===== src/rtl/tree_mult_pkg.sv =====
`timescale 1ns/1ps
package tree_mult_pkg;

    // Reduction schedule selector.
    typedef enum logic {
        SCHED_DADDA   = 1'b0,
        SCHED_WALLACE = 1'b1
    } sched_e;

    // The netlist below is hand-placed for this operand width.
    localparam int OPW     = 4;
    localparam int PRODW   = 2 * OPW;
    localparam int MAXPROD = ((1 << OPW) - 1) * ((1 << OPW) - 1);

    // Cell budgets of each hand-placed schedule.
    localparam int DADDA_FA    = 4;
    localparam int DADDA_HA    = 2;
    localparam int DADDA_CPA   = 6;
    localparam int WALLACE_FA  = 5;
    localparam int WALLACE_HA  = 3;
    localparam int WALLACE_CPA = 4;
    localparam int CNTW        = 4;

endpackage


===== src/rtl/tm_full_add.sv =====
`timescale 1ns/1ps
module tm_full_add (
    input  logic x,
    input  logic y,
    input  logic z,
    output logic s,
    output logic co
);
    logic xy;

    assign xy = x ^ y;
    assign s  = xy ^ z;
    assign co = (x & y) | (z & xy);

    always_comb begin
        assert_fa_sum_R1: assert ({co, s} == ({1'b0, x} + {1'b0, y} + {1'b0, z}))
            else $error("full adder weight mismatch");
    end
endmodule


===== src/rtl/tm_half_add.sv =====
`timescale 1ns/1ps
module tm_half_add (
    input  logic x,
    input  logic y,
    output logic s,
    output logic co
);
    assign s  = x ^ y;
    assign co = x & y;

    always_comb begin
        assert_ha_sum_R2: assert ({co, s} == ({1'b0, x} + {1'b0, y}))
            else $error("half adder weight mismatch");
    end
endmodule


===== src/rtl/tm_ripple_cpa.sv =====
`timescale 1ns/1ps
module tm_ripple_cpa #(
    parameter int W = 6
) (
    input  logic [W-1:0] x,
    input  logic [W-1:0] y,
    output logic [W-1:0] sum,
    output logic         co
);
    logic [W:0] c;

    assign c[0] = 1'b0;

    for (genvar k = 0; k < W; k++) begin : g_bit
        tm_full_add u_fa (
            .x (x[k]),
            .y (y[k]),
            .z (c[k]),
            .s (sum[k]),
            .co(c[k+1])
        );
    end

    assign co = c[W];

    always_comb begin
        assert_cpa_sum_R3: assert ({co, sum} == ({1'b0, x} + {1'b0, y}))
            else $error("carry-propagate adder mismatch");
    end
endmodule


===== src/rtl/tm_pp_gen.sv =====
`timescale 1ns/1ps
module tm_pp_gen #(
    parameter int N = 4
) (
    input  logic [N-1:0]         mcand,
    input  logic [N-1:0]         mplier,
    output logic [N-1:0][N-1:0]  pp     // pp[i][j] has weight i+j
);
    for (genvar i = 0; i < N; i++) begin : g_row
        for (genvar j = 0; j < N; j++) begin : g_col
            assign pp[i][j] = mplier[i] & mcand[j];
        end
    end
endmodule


===== src/rtl/tree_mult4.sv =====
`timescale 1ns/1ps
module tree_mult4
    import tree_mult_pkg::*;
#(
    parameter sched_e SCHED = SCHED_DADDA
) (
    input  logic [OPW-1:0]   opa,
    input  logic [OPW-1:0]   opb,
    output logic [PRODW-1:0] product,
    output logic [CNTW-1:0]  fa_cells,
    output logic [CNTW-1:0]  ha_cells,
    output logic [CNTW-1:0]  cpa_bits
);
    logic [OPW-1:0][OPW-1:0] pp;

    tm_pp_gen #(.N(OPW)) u_pp (
        .mcand (opa),
        .mplier(opb),
        .pp    (pp)
    );

    if (SCHED == SCHED_DADDA) begin : g_dadda
        // Stage 1: bring the height-4 column down to 3, late as possible.
        logic h0_s, h0_c, h1_s, h1_c;
        tm_half_add u_h0 (.x(pp[0][3]), .y(pp[1][2]), .s(h0_s), .co(h0_c));
        tm_half_add u_h1 (.x(pp[1][3]), .y(pp[2][2]), .s(h1_s), .co(h1_c));

        // Stage 2: every column down to 2.
        logic f0_s, f0_c, f1_s, f1_c, f2_s, f2_c, f3_s, f3_c;
        tm_full_add u_f0 (.x(pp[0][2]), .y(pp[1][1]), .z(pp[2][0]), .s(f0_s), .co(f0_c));
        tm_full_add u_f1 (.x(h0_s),     .y(pp[2][1]), .z(pp[3][0]), .s(f1_s), .co(f1_c));
        tm_full_add u_f2 (.x(h1_s),     .y(pp[3][1]), .z(h0_c),     .s(f2_s), .co(f2_c));
        tm_full_add u_f3 (.x(pp[2][3]), .y(pp[3][2]), .z(h1_c),     .s(f3_s), .co(f3_c));

        // Final adder spans columns 1..6.
        logic [DADDA_CPA-1:0] sum;
        logic                 co;
        tm_ripple_cpa #(.W(DADDA_CPA)) u_cpa (
            .x  ({pp[3][3], f3_s, f2_s, f1_s, f0_s, pp[0][1]}),
            .y  ({f3_c,     f2_c, f1_c, f0_c, 1'b0, pp[1][0]}),
            .sum(sum),
            .co (co)
        );

        assign product  = {co, sum, pp[0][0]};
        assign fa_cells = CNTW'(DADDA_FA);
        assign ha_cells = CNTW'(DADDA_HA);
        assign cpa_bits = CNTW'(DADDA_CPA);
    end else begin : g_wallace
        // Stage 1: rows 0..2 as a carry-save group, early as possible.
        logic h0_s, h0_c, h1_s, h1_c, f0_s, f0_c, f1_s, f1_c;
        tm_half_add u_h0 (.x(pp[0][1]), .y(pp[1][0]), .s(h0_s), .co(h0_c));
        tm_full_add u_f0 (.x(pp[0][2]), .y(pp[1][1]), .z(pp[2][0]), .s(f0_s), .co(f0_c));
        tm_full_add u_f1 (.x(pp[0][3]), .y(pp[1][2]), .z(pp[2][1]), .s(f1_s), .co(f1_c));
        tm_half_add u_h1 (.x(pp[1][3]), .y(pp[2][2]), .s(h1_s), .co(h1_c));

        // Stage 2: everything with two or more dots is combined.
        logic h2_s, h2_c, f2_s, f2_c, f3_s, f3_c, f4_s, f4_c;
        tm_half_add u_h2 (.x(f0_s),     .y(h0_c),                   .s(h2_s), .co(h2_c));
        tm_full_add u_f2 (.x(f1_s),     .y(f0_c), .z(pp[3][0]),     .s(f2_s), .co(f2_c));
        tm_full_add u_f3 (.x(h1_s),     .y(f1_c), .z(pp[3][1]),     .s(f3_s), .co(f3_c));
        tm_full_add u_f4 (.x(pp[2][3]), .y(h1_c), .z(pp[3][2]),     .s(f4_s), .co(f4_c));

        // Final adder spans columns 3..6.
        logic [WALLACE_CPA-1:0] sum;
        logic                   co;
        tm_ripple_cpa #(.W(WALLACE_CPA)) u_cpa (
            .x  ({pp[3][3], f4_s, f3_s, f2_s}),
            .y  ({f4_c,     f3_c, f2_c, h2_c}),
            .sum(sum),
            .co (co)
        );

        assign product  = {co, sum, h2_s, h0_s, pp[0][0]};
        assign fa_cells = CNTW'(WALLACE_FA);
        assign ha_cells = CNTW'(WALLACE_HA);
        assign cpa_bits = CNTW'(WALLACE_CPA);
    end

    always_comb begin
        assert_range_R8: assert (product <= PRODW'(MAXPROD))
            else $error("product above largest reachable value");
        assert_zero_R7: assert (!((opa == '0) || (opb == '0)) || (product == '0))
            else $error("zero operand gave nonzero product");
    end
endmodule


===== config.mk =====
export PLATFORM = sky130hd
export DESIGN_NAME = tree_mult4
export DESIGN_NICKNAME = d
export VERILOG_FILES = /design/src/rtl/tree_mult_pkg.sv /design/src/rtl/tm_full_add.sv /design/src/rtl/tm_half_add.sv /design/src/rtl/tm_ripple_cpa.sv /design/src/rtl/tm_pp_gen.sv /design/src/rtl/tree_mult4.sv
export SDC_FILE = /design/constraint.sdc
export NUM_CORES = 1
export LEC_CHECK = 0
export BUFFER_PORTS_ARGS = -buffer_cell sky130_fd_sc_hd__buf_2
export CAP_MARGIN = 10
export CORE_AREA = 4 4 41 43
export DETAILED_ROUTE_END_ITERATION = 10
export DIE_AREA = 0 0 45 47
export PLACE_DENSITY = 0.67
export SLEW_MARGIN = 20
export SYNTH_ARGS = -nofsm -noshare
export SYNTH_HDL_FRONTEND = slang
export SYNTH_SLANG_ARGS = --single-unit

===== constraint.sdc =====
create_clock -name vclk -period 8.2
set_clock_uncertainty 0.1 [all_clocks]
set_input_delay 0 -clock vclk [all_inputs]
set_output_delay 0 -clock vclk [all_outputs]
set_load 0.005 [all_outputs]

# Word level (Yosys, flattened, before mapping)
# Index checks and enable logic that the tools add are counted.
# Widths: inputs -> output; s select.
[op_classes] bitwise_logic=64
[op_table] op="$and 1x1->1" count=36
[op_table] op="$xor 1x1->1" count=20
[op_table] op="$or 1x1->1" count=8
[totals] reg_bits=0 in_bits=8 out_inout_bits=20 elab_cells=64

# Longest topological paths before layout
# Gate-level depths: netlist of the first run.
[logic_depth] ltp_word=13 ltp_mapped=10 depth_no_buf=9

# Cells and area by module
# Synthesis of the first run repeated with hierarchy kept, for this count alone.
[hier_totals] cells_unflattened=44 area_unflattened_um2=434.2
[modules_own_cells] module="tm_full_add" instances=10 cells_each=1 area_per_inst_um2=20.0 seq_area_each_um2=0.0
[modules_own_cells] module="tree_mult4" instances=1 cells_each=15 area_per_inst_um2=105.1 seq_area_each_um2=0.0
[modules_own_cells] module="tm_pp_gen" instances=1 cells_each=16 area_per_inst_um2=100.1 seq_area_each_um2=0.0
[modules_own_cells] module="tm_half_add" instances=2 cells_each=1 area_per_inst_um2=12.5 seq_area_each_um2=0.0
[modules_own_cells] module="tm_ripple_cpa" instances=1 cells_each=1 area_per_inst_um2=3.8 seq_area_each_um2=0.0

# Worst setup path after synthesis of the first run
# Ideal clock, no wire load.
[synth_timing] path_type="input to output" start="input opb[0]" end="output product[6]" arrival_ns=2.777 required_ns=8.100 slack_ns=5.323 stages=10 path_buffers=1 cell_sequence="and2_1 ha_1 inv_1 fa_1 inv_1 fa_1 fa_1 fa_1 fa_1 buf_4"
[synth_between] elab_chain_len=12
[synth_rtl] element="start, declared" line="tree_mult4.sv:8" rtl="input logic [OPW-1:0] opb,"
[synth_rtl] element="$and 1x1->1" line="tm_pp_gen.sv:11" rtl="assign pp[i][j] = mplier[i] & mcand[j];"
[synth_rtl] element="$xor 1x1->1 (on tied branches)" line="tm_half_add.sv:8, tm_full_add.sv:11"
[synth_rtl] element="$xor 1x1->1 / $and 1x1->1 (equally long branches)" line="tm_full_add.sv:11, tm_full_add.sv:13"
[synth_rtl] element="$xor 1x1->1 / $or 1x1->1 (equally long branches)" line="tm_full_add.sv:12, tm_full_add.sv:13"
[synth_rtl] element="$xor 1x1->1" line="tm_full_add.sv:11" rtl="assign xy = x ^ y;"
[synth_rtl] element="$and 1x1->1" line="tm_full_add.sv:13" rtl="assign co = (x & y) | (z & xy);"
[synth_rtl] element="$or 1x1->1" line="tm_full_add.sv:13"
[synth_rtl] element="$and 1x1->1" line="tm_full_add.sv:13"
[synth_rtl] element="$or 1x1->1" line="tm_full_add.sv:13"
[synth_rtl] element="$and 1x1->1" line="tm_full_add.sv:13"
[synth_rtl] element="$or 1x1->1 *" line="tm_full_add.sv:13"
[synth_rtl] element="$xor 1x1->1 *" line="tm_full_add.sv:12" rtl="assign s = xy ^ z;"
[synth_rtl] element="end, declared" line="tree_mult4.sv:9" rtl="output logic [PRODW-1:0] product,"
# Every way passes the cells marked *; elsewhere a longest branch is shown, timed or not.

# Worst setup path in the final report of the first run
# Ends and elaborated chain as after synthesis.

==> metrics.md, run 1 <==
| Metric | Value |
|---|---|
| Largest net degree at the start of global routing | `5` |
| Total GRT Usage | `0.0565` |
| Clock buffers | `0` |
| # setup viols final | `0` |
| DRT Pass-1 Iters | `4` |
| GR Util met2 | `0.105` |
| Met3 Track Usage GR | `0.00766` |
| P_sw | `0.0000139 W` |
| P_leak | `0.285 nW` |
| Nets@finish | `83` |
| Seq/Total Area, Yosys | `0` |
| Synthesis-to-finish area growth | `-1.34%` |
| Fin. max-slew vios | `0` |
| Tcrit/Tclk final | `0.372` |
| Post-synth cell types | `7` |
| Final hold vios | `0` |
| DR DRC count | `0` |
| Vias in the first global route | `249` |
| Hold path startpoint | `opa[0]` |
| Syn_area_per_cell | `8.64 um2` |
| Final std cells w/o fill | `76` |
| Core region area | `0.00130 mm2` |
| Tightest Hold Check Type | `primary input to output pin` |
| Io pins | `28` |
| Crit path from | `opb[0]` |
| Sum Neg Setup Slack | `0 ns` |
| Full die area | `0.00212 mm2` |
| Cells after Synth | `54` |
| Total routed wirelength | `594 um` |
| Num sequential | `0` |
| FMAX | `328 MHz` |
| Layout cell share with drive strength beyond 1 | `0.262` |
| Initial Utilization | `0.359` |
| Max-cap violations | `0` |
| Startpoint Class | `primary input` |
| Routed vias | `294` |
| CP Class | `primary input to output pin` |
| Worst Path Required | `8.10 ns` |
| Final cell utilization of the core | `0.354` |
| Peak VDD IR | `20.0 uV` |
| Critical path fanouts, max | `4` |
| Die Ht | `47 um` |
| Layout fillers | `147` |
| Hold Path Cell Cnt | `3` |
| Net Sw Frac | `0.523` |
| N_diodes | `0` |
| Design Area, Final | `460 um2` |
| Commonest non-fill, non-tap cell in the layout | `buf_2` |
| RSZ-0062 raised after global routing | `false` |
| Hold buffers post-CTS | `0` |
| Placer Congestion | `0.754` |
| Placed cell area | `460 um2` |
| Cell Area, Synth | `467 um2` |
| First-pass GRT wire length | `966 um` |
| Logic pwr share | `1.000` |
| Buffers on Ports | `16` |
| Antenna violations before repair | `0` |
| Final Hold Slack | `0.218 ns` |
| Avg WL per Cell | `7.82 um` |
| CTS resizes | `0` |
| Worst Path Arrival | `2.95 ns` |
| Overflow after GRT | `0` |
| Remaining antenna violation count after routing | `0` |
| Chip Width | `45 um` |
| Power Density | `57.9 mW/mm2` |
| Reg area | `0 um2` |
| Met1 Usage GRT | `0.0744` |
| Crit end category | `output pin` |
| Post-detail-place hpwl | `615 um` |
| Syn. warnings | `0` |
| Status | `completed` |
| Vias/cell | `3.87` |
| Final min period | `3.05 ns` |
| Reg power frac | `0` |
| Busiest grt layer | `met2` |
| Most frequent cells in the layout | `buf_2 (16), conb_1 (12), and2_1 (11), fa_1 (8)` |
| Post-Place Cells | `76` |
| Clock power frac | `0` |
| Cell Int Power | `0.0000127 W` |
| Drt initial violations | `1` |
| Setup Buffers After CTS | `0` |
| Cell row count | `13` |
worst max-delay path: stages:
cell	delay (ns)
buf_2	0.11
and2_1	0.15
ha_1	0.27
inv_1	0.05
fa_1	0.53
inv_1	0.05
fa_1	0.43
fa_1	0.38
fa_1	0.38
fa_1	0.48
buf_2	0.11
per-stage QoR:
step / total power, W / setup WS (ns)
4_1_cts: 0.0000280 / 5.11
2_1_floorplan: 0.0000297 / 5.32
5_1_grt: 0.0000328 / 4.99
3_3_place_gp: 0.0000277 / 5.14
3_5_place_dp: 0.0000278 / 5.12
6_report: 0.0000266 / 5.15
per-layer routing:
layer  up-vias  routed length [um]
met1       139                 204
met3         0                  75
met4         0                   0
li1        142                   -
met5         -                   0
met2        13                 314
final cells by class:
type	count	area, um2	area share
Inverter	5	18.8	0.0408
Multi-Input combinational cell	40	343	0.745
Tap cell	15	18.8	0.0408
Timing Repair Buffer	16	80.1	0.174
power groups by stage:
stage	Sequential (W)	Combinational [W]	Clock, W
after detailed placement	0	0.0000278	0
after floorplan	0	0.0000297	0
final	0	0.0000266	0
after global routing	0	0.0000328	0
after CTS	0	0.0000280	0
after global placement	0	0.0000277	0
Yosys cell counts:
cell type / n / area share
ha_1: 4 / 0.11
inv_1: 5 / 0.040
and2_1: 11 / 0.15
nand2_1: 5 / 0.040
fa_1: 8 / 0.34
conb_1: 2 / 0.016
buf_4: 19 / 0.31
final timing paths:
path | endpoint | slack (ns)
max | product[6] | 5.15
min | product[0] | 0.22
cell families (layout without fill, tap and decap cells):
logic type / Yosys count / in the layout / share of synthesized area
fa+ha+maj: 12 / 12 / 0.450
simple gates: 16 / 16 / 0.188
other cells: 2 / 12 / 0.0161
buf+inv: 24 / 21 / 0.346
Note: power is estimated with default switching activity, not from simulation.
==> run 2: changes to the inputs <==
--- a/config.mk
+++ b/config.mk
@@ -10,7 +10,7 @@
 export CORE_AREA = 4 4 41 43
 export DETAILED_ROUTE_END_ITERATION = 10
 export DIE_AREA = 0 0 45 47
-export PLACE_DENSITY = 0.67
+export PLACE_DENSITY = 0.7
 export SLEW_MARGIN = 20
 export SYNTH_ARGS = -nofsm -noshare
 export SYNTH_HDL_FRONTEND = slang
==> constraint.sdc (replaced) <==
create_clock -name vclk -period 2.6
set_clock_uncertainty 0.1 [all_clocks]
set_input_delay 0 -clock vclk [all_inputs]
set_output_delay 0 -clock vclk [all_outputs]
set_load 0.005 [all_outputs]
==> metrics.md, run 2 (synthesis results as in run 1) <==
| Metric | Value |
|---|---|
| Status | `finished, violations left` |
| Failing checks | `negative setup slack` |
| Fin. max-slew vios | `0 (unchanged)` |
| Hold path startpoint | `opb[0]` |
| Core region area | `0.00130 mm2 (unchanged)` |
| Full die area | `0.00212 mm2 (unchanged)` |
| Cell Chain, Critical Path | `buf_6 > and2_4 > ha_4 > inv_2 > fa_1 > inv_2 > fa_2 > fa_2 > fa_2 > fa_1 > buf_2` |
| Routed vias | `321 (+9.2%)` |
| Met1 Usage GRT | `0.0812 (+0.00679)` |
| Net Sw Frac | `0.472 (-0.0512)` |
| Final min period | `2.77 ns` |
| Power Density | `187 mW/mm2 (+220%)` |
| Hold Path Cell Cnt | `4 (+1)` |
| Peak VDD IR | `64.4 uV (+220%)` |
| Busiest grt layer | `met2` |
| Reg power frac | `0 (unchanged)` |
| CP Class | `primary input to output pin` |
| Buffers on Ports | `16 (unchanged)` |
| Tcrit/Tclk final | `1.06` |
| Placer Congestion | `0.769 (+2.1%)` |
| Met3 Track Usage GR | `0.0115 (+0.00383)` |
| Logic pwr share | `1.000 (about the same)` |
| Most frequent cells in the layout | `conb_1 (12), buf_2 (12), and2_1 (9), buf_4 (6)` |
| Final hold vios | `0 (unchanged)` |
| N_diodes | `0 (unchanged)` |
| Antenna violations before repair | `0 (unchanged)` |
| Sum Neg Setup Slack | `-0.250 ns (-0.250 ns)` |
| Critical path fanouts, max | `2 (-2)` |
| Total GRT Usage | `0.0732 (+0.0167)` |
| Max-cap violations | `0 (unchanged)` |
| Slowest cell on crit path | `fa_1` |
| Die Ht | `47 um (unchanged)` |
| Remaining antenna violation count after routing | `0 (unchanged)` |
| Avg WL per Cell | `9.35 um (+20%)` |
| Final cell utilization of the core | `0.427 (+0.0731)` |
| Critical Path Most Common Cell | `fa_2` |
| Total routed wirelength | `767 um (+29%)` |
| Clock buffers | `0 (unchanged)` |
| Setup Buffers After CTS | `0 (unchanged)` |
| Chip Width | `45 um (unchanged)` |
| Drt initial violations | `0 (-1)` |
| DR DRC count | `0 (unchanged)` |
| First-pass GRT wire length | `1210 um (+25%)` |
| DRT Pass-1 Iters | `1 (-3)` |
| Cell Int Power | `0.0000550 W (+330%)` |
| P_sw | `0.0000490 W (+250%)` |
| Tightest Hold Check Type | `primary input to output pin` |
| Crit end category | `output pin` |
| GR Util met2 | `0.153 (+0.0480)` |
| Initial Utilization | `0.359 (unchanged)` |
| Final Hold Slack | `0.275 ns (+0.0563 ns)` |
| Clock power frac | `0 (unchanged)` |
| Synthesis-to-finish area growth | `19.0%` |
| Cell row count | `13 (unchanged)` |
| Layout cell share with drive strength beyond 1 | `0.448 (+0.185)` |
| FMAX | `362 MHz` |
| Overflow after GRT | `0 (unchanged)` |
| Hold EP | `product[0]` |
| Post-detail-place hpwl | `767 um (+25%)` |
| P_leak | `0.318 nW (+12%)` |
| Worst Slack Setup Final | `-0.165 ns (-5.31 ns)` |
| Vias/cell | `3.91 (+1.2%)` |
| Worst Path Required | `2.50 ns (-5.60 ns)` |
| RSZ-0062 raised after global routing | `true` |
| Num sequential | `0 (unchanged)` |
| Io pins | `28 (unchanged)` |
| Nets@finish | `89 (+7.2%)` |
| # setup viols final | `2 (+2)` |
| Startpoint Class | `primary input` |
| Worst Path Arrival | `2.67 ns (-0.28 ns)` |
| Vias in the first global route | `309 (+24%)` |
| Max incr delay on CP | `0.48 ns (-0.05 ns)` |
| Largest net degree at the start of global routing | `5 (unchanged)` |
| Reg area | `0 um2 (unchanged)` |
==> run 2: routing by layer <==
| layer | vias up | share of wire |
|---|---|---|
| met5 | - | 0 |
| li1 | 154 | - |
| met3 | 0 | 0.11 |
| met2 | 15 | 0.55 |
| met1 | 152 | 0.34 |
| met4 | 0 | 0 |
==> run 2: what timing repair did <==
action / in CTS / in global routing
resized for setup: 5 / 1
setup endpoints to repair: 2 / 2
pin swaps: 6 / 0
hold buffers: 0 / 0
==> run 2: how the worst max path moves through the flow <==
stage,startpoint,endpoint,slack (ns),cells past startpoint
6_report,opa[3],product[6],-0.17,11
5_1_grt,opa[3],product[6],-0.23,11
4_1_cts,opa[3],product[6],-0.17,11
3_3_place_gp,opb[1],product[6],-0.26,11
3_5_place_dp,opb[1],product[6],-0.26,11
2_1_floorplan,opb[0],product[6],-0.1,10
==> run 2: metrics by stage <==
stage / cell area, um2 / std cells / setup slack (ns) / total power (W)
after floorplan: 529 / 64 / -0.0960 / 0.0000991
after global placement: 531 / 82 / -0.261 / 0.000101
after CTS: 556 / 82 / -0.172 / 0.000106
after global routing: 556 / 82 / -0.229 / 0.000121
after detailed placement: 531 / 82 / -0.263 / 0.000103
final: 556 / 82 / -0.165 / 0.000104
==> run 2: power groups by stage <==
stage                     Sequential [W]  Clock [W]  Combinational (W)
final                                  0          0           0.000104
after global routing                   0          0           0.000121
after CTS                              0          0           0.000106
after detailed placement               0          0           0.000103
after global placement                 0          0           0.000101
after floorplan                        0          0          0.0000991
==> run 2: critical path, delay by kind of cell <==
| kind | cells | cell delay [ns] |
|---|---|---|
| adder cells (fa/ha/maj) | 6 | 2.25 |
| buffers and inverters | 4 | 0.26 |
| AND/OR/NAND/NOR | 1 | 0.15 |
==> run 2: layout make-up <==
cell class / instances / area (um2)
repair buffers: 22 / 150
well taps: 15 / 18.8
inverters: 5 / 18.8
multi-input cells: 40 / 368
fillers: 141 / 746
==> run 3: changes to the inputs <==
--- a/config.mk
+++ b/config.mk
@@ -7,9 +7,9 @@
 export LEC_CHECK = 0
 export BUFFER_PORTS_ARGS = -buffer_cell sky130_fd_sc_hd__buf_2
 export CAP_MARGIN = 10
-export CORE_AREA = 4 4 41 43
+export CORE_AREA = 2 2 39 41
 export DETAILED_ROUTE_END_ITERATION = 10
-export DIE_AREA = 0 0 45 47
+export DIE_AREA = 0 0 41 43
 export PLACE_DENSITY = 0.7
 export SLEW_MARGIN = 20
 export SYNTH_ARGS = -nofsm -noshare
==> metrics.md, run 3 (synthesis results as in run 1) <==
| Metric | Value |
|---|---|
| Io pins | `28 (unchanged)` |
| Routed vias | `299 (-6.9%)` |
| Final Hold Slack | `0.184 ns (-0.0910 ns)` |
| Max-cap violations | `0 (unchanged)` |
| Overflow after GRT | `0 (unchanged)` |
| Die Ht | `43 um (-8.5%)` |
| Crit end category | `output pin` |
| Sum Neg Setup Slack | `-0.319 ns (-0.0691 ns)` |
| Reg area | `0 um2 (unchanged)` |
| Remaining antenna violation count after routing | `0 (unchanged)` |
| DRT Pass-1 Iters | `1 (unchanged)` |
| Largest net degree at the start of global routing | `5 (unchanged)` |
| Num sequential | `0 (unchanged)` |
| Nets@finish | `86 (-3.4%)` |
| Post-detail-place hpwl | `625 um (-18%)` |
| Worst Path Required | `2.50 ns (about the same)` |
| Final std cells w/o fill | `80 (-2.4%)` |
| Final cell utilization of the core | `0.386 (-0.0408)` |
| Drt initial violations | `0 (unchanged)` |
| Worst Path Arrival | `2.71 ns (+0.04 ns)` |
| Clock power frac | `0 (unchanged)` |
| Vias/cell | `3.74 (-4.5%)` |
| Peak VDD IR | `65.6 uV (+1.8%)` |
| N_diodes | `0 (unchanged)` |
| Antenna violations before repair | `0 (unchanged)` |
| Avg WL per Cell | `8.08 um (-14%)` |
| Layout cell share with drive strength beyond 1 | `0.422 (-0.0259)` |
| Total routed wirelength | `646 um (-16%)` |
| Startpoint Class | `primary input` |
| Crit path from | `opa[2]` |
| DR DRC count | `0 (unchanged)` |
| CP Class | `primary input to output pin` |
| P_leak | `0.304 nW (-4.6%)` |
| Initial Utilization | `0.337 (-0.0214)` |
| Synthesis-to-finish area growth | `14.5%` |
| Vias in the first global route | `276 (-11%)` |
| Placer Congestion | `0.768 (-0.20%)` |
| Failing checks | `negative setup slack` |
| # setup viols final | `2 (unchanged)` |
| FMAX | `356 MHz (-1.5%)` |
| Chip Width | `41 um (-8.9%)` |
| Critical path fanouts, max | `3 (+1)` |
| Full die area | `0.00176 mm2 (-17%)` |
| Status | `finished, violations left` |
| RSZ-0062 raised after global routing | `true` |
| Clock buffers | `0 (unchanged)` |
| Logic pwr share | `1.000 (about the same)` |
| Total Power | `0.0000989 W (-4.9%)` |
| Total GRT Usage | `0.0827 (+0.00955)` |
| Most frequent cells in the layout | `conb_1 (12), buf_2 (12), and2_1 (9), nand2_1 (5), fa_1 (5)` |
| P_sw | `0.0000474 W (-3.4%)` |
| Final min period | `2.81 ns (+0.0435 ns)` |
| Net Sw Frac | `0.479 (+0.00744)` |
| Final hold vios | `0 (unchanged)` |
| Reg power frac | `0 (unchanged)` |
| Fin. max-slew vios | `0 (unchanged)` |
| Cell Int Power | `0.0000515 W (-6.3%)` |
| Cell row count | `14 (+1)` |
| Worst Slack Setup Final | `-0.209 ns (-0.0435 ns)` |
| Tightest Hold Check Type | `primary input to output pin` |
| Buffers on Ports | `16 (unchanged)` |
| Layout fillers | `149 (+5.7%)` |
| Setup Buffers After CTS | `0 (unchanged)` |
| Post-Place Cells | `80 (-2.4%)` |
| Hold buffers post-CTS | `0 (unchanged)` |
| First-pass GRT wire length | `1090 um (-9.7%)` |
| Hold path startpoint | `opb[0]` |
| Core region area | `0.00138 mm2 (+6.3%)` |
| Tcrit/Tclk final | `1.08 (+0.0167)` |
| Power Density | `185 mW/mm2 (-1.1%)` |
-- run 3: changes by cell type in the layout (fill, tap and decap cells not counted), sizes merged --
| cell | previous run | this run |
|---|---|---|
| buf | 22 | 19 |
-- run 3: power groups by stage --
stage               combinational, W  clock [W]  sequential [W]
floorplan                  0.0000991          0               0
global placement           0.0000949          0               0
detailed placement         0.0000978          0               0
CTS                         0.000103          0               0
global route                0.000118          0               0
finish                     0.0000989          0               0
-- run 3: path summary, 6_finish.rpt --
kind	cells after the start	end	slack [ns]
worst min-delay path	3	product[0]	0.18
worst max-delay path	11	product[6]	-0.21
-- run 3: layout make-up --
cell class         instances  area, um2  share of cell area
inverters                  5       18.8              0.0351
well taps                 16       20.0              0.0375
multi-input cells         40        368               0.689
repair buffers            19        128               0.239
-- run 3: per-layer routing --
layer / track usage / wire length (um) / vias up
met1: 0.105 / 248 / 138
met3: 0.00524 / 62 / 0
met5: 0 / 0 / -
li1: - / - / 148
met4: 0 / 0 / 0
met2: 0.153 / 335 / 13
-- run 3: what timing repair did --
action,CTS,global route
setup endpoints to repair,2,2
resized for setup,5,0
pin swaps,8,2
cloned,0,0
-- run 3: stage by stage --
stage | area, um2 | setup slack, ns
global route | 534 | -0.309
detailed placement | 509 | -0.296
finish | 534 | -0.209
floorplan | 529 | -0.0960
CTS | 534 | -0.227
global placement | 509 | -0.270
-- run 3: critical path: stages --
cell	delay [ns]
buf_6	0.09
and2_4	0.15
ha_4	0.25
inv_2	0.03
fa_1	0.51
inv_2	0.04
fa_2	0.34
fa_2	0.37
fa_2	0.34
fa_1	0.47
buf_2	0.11
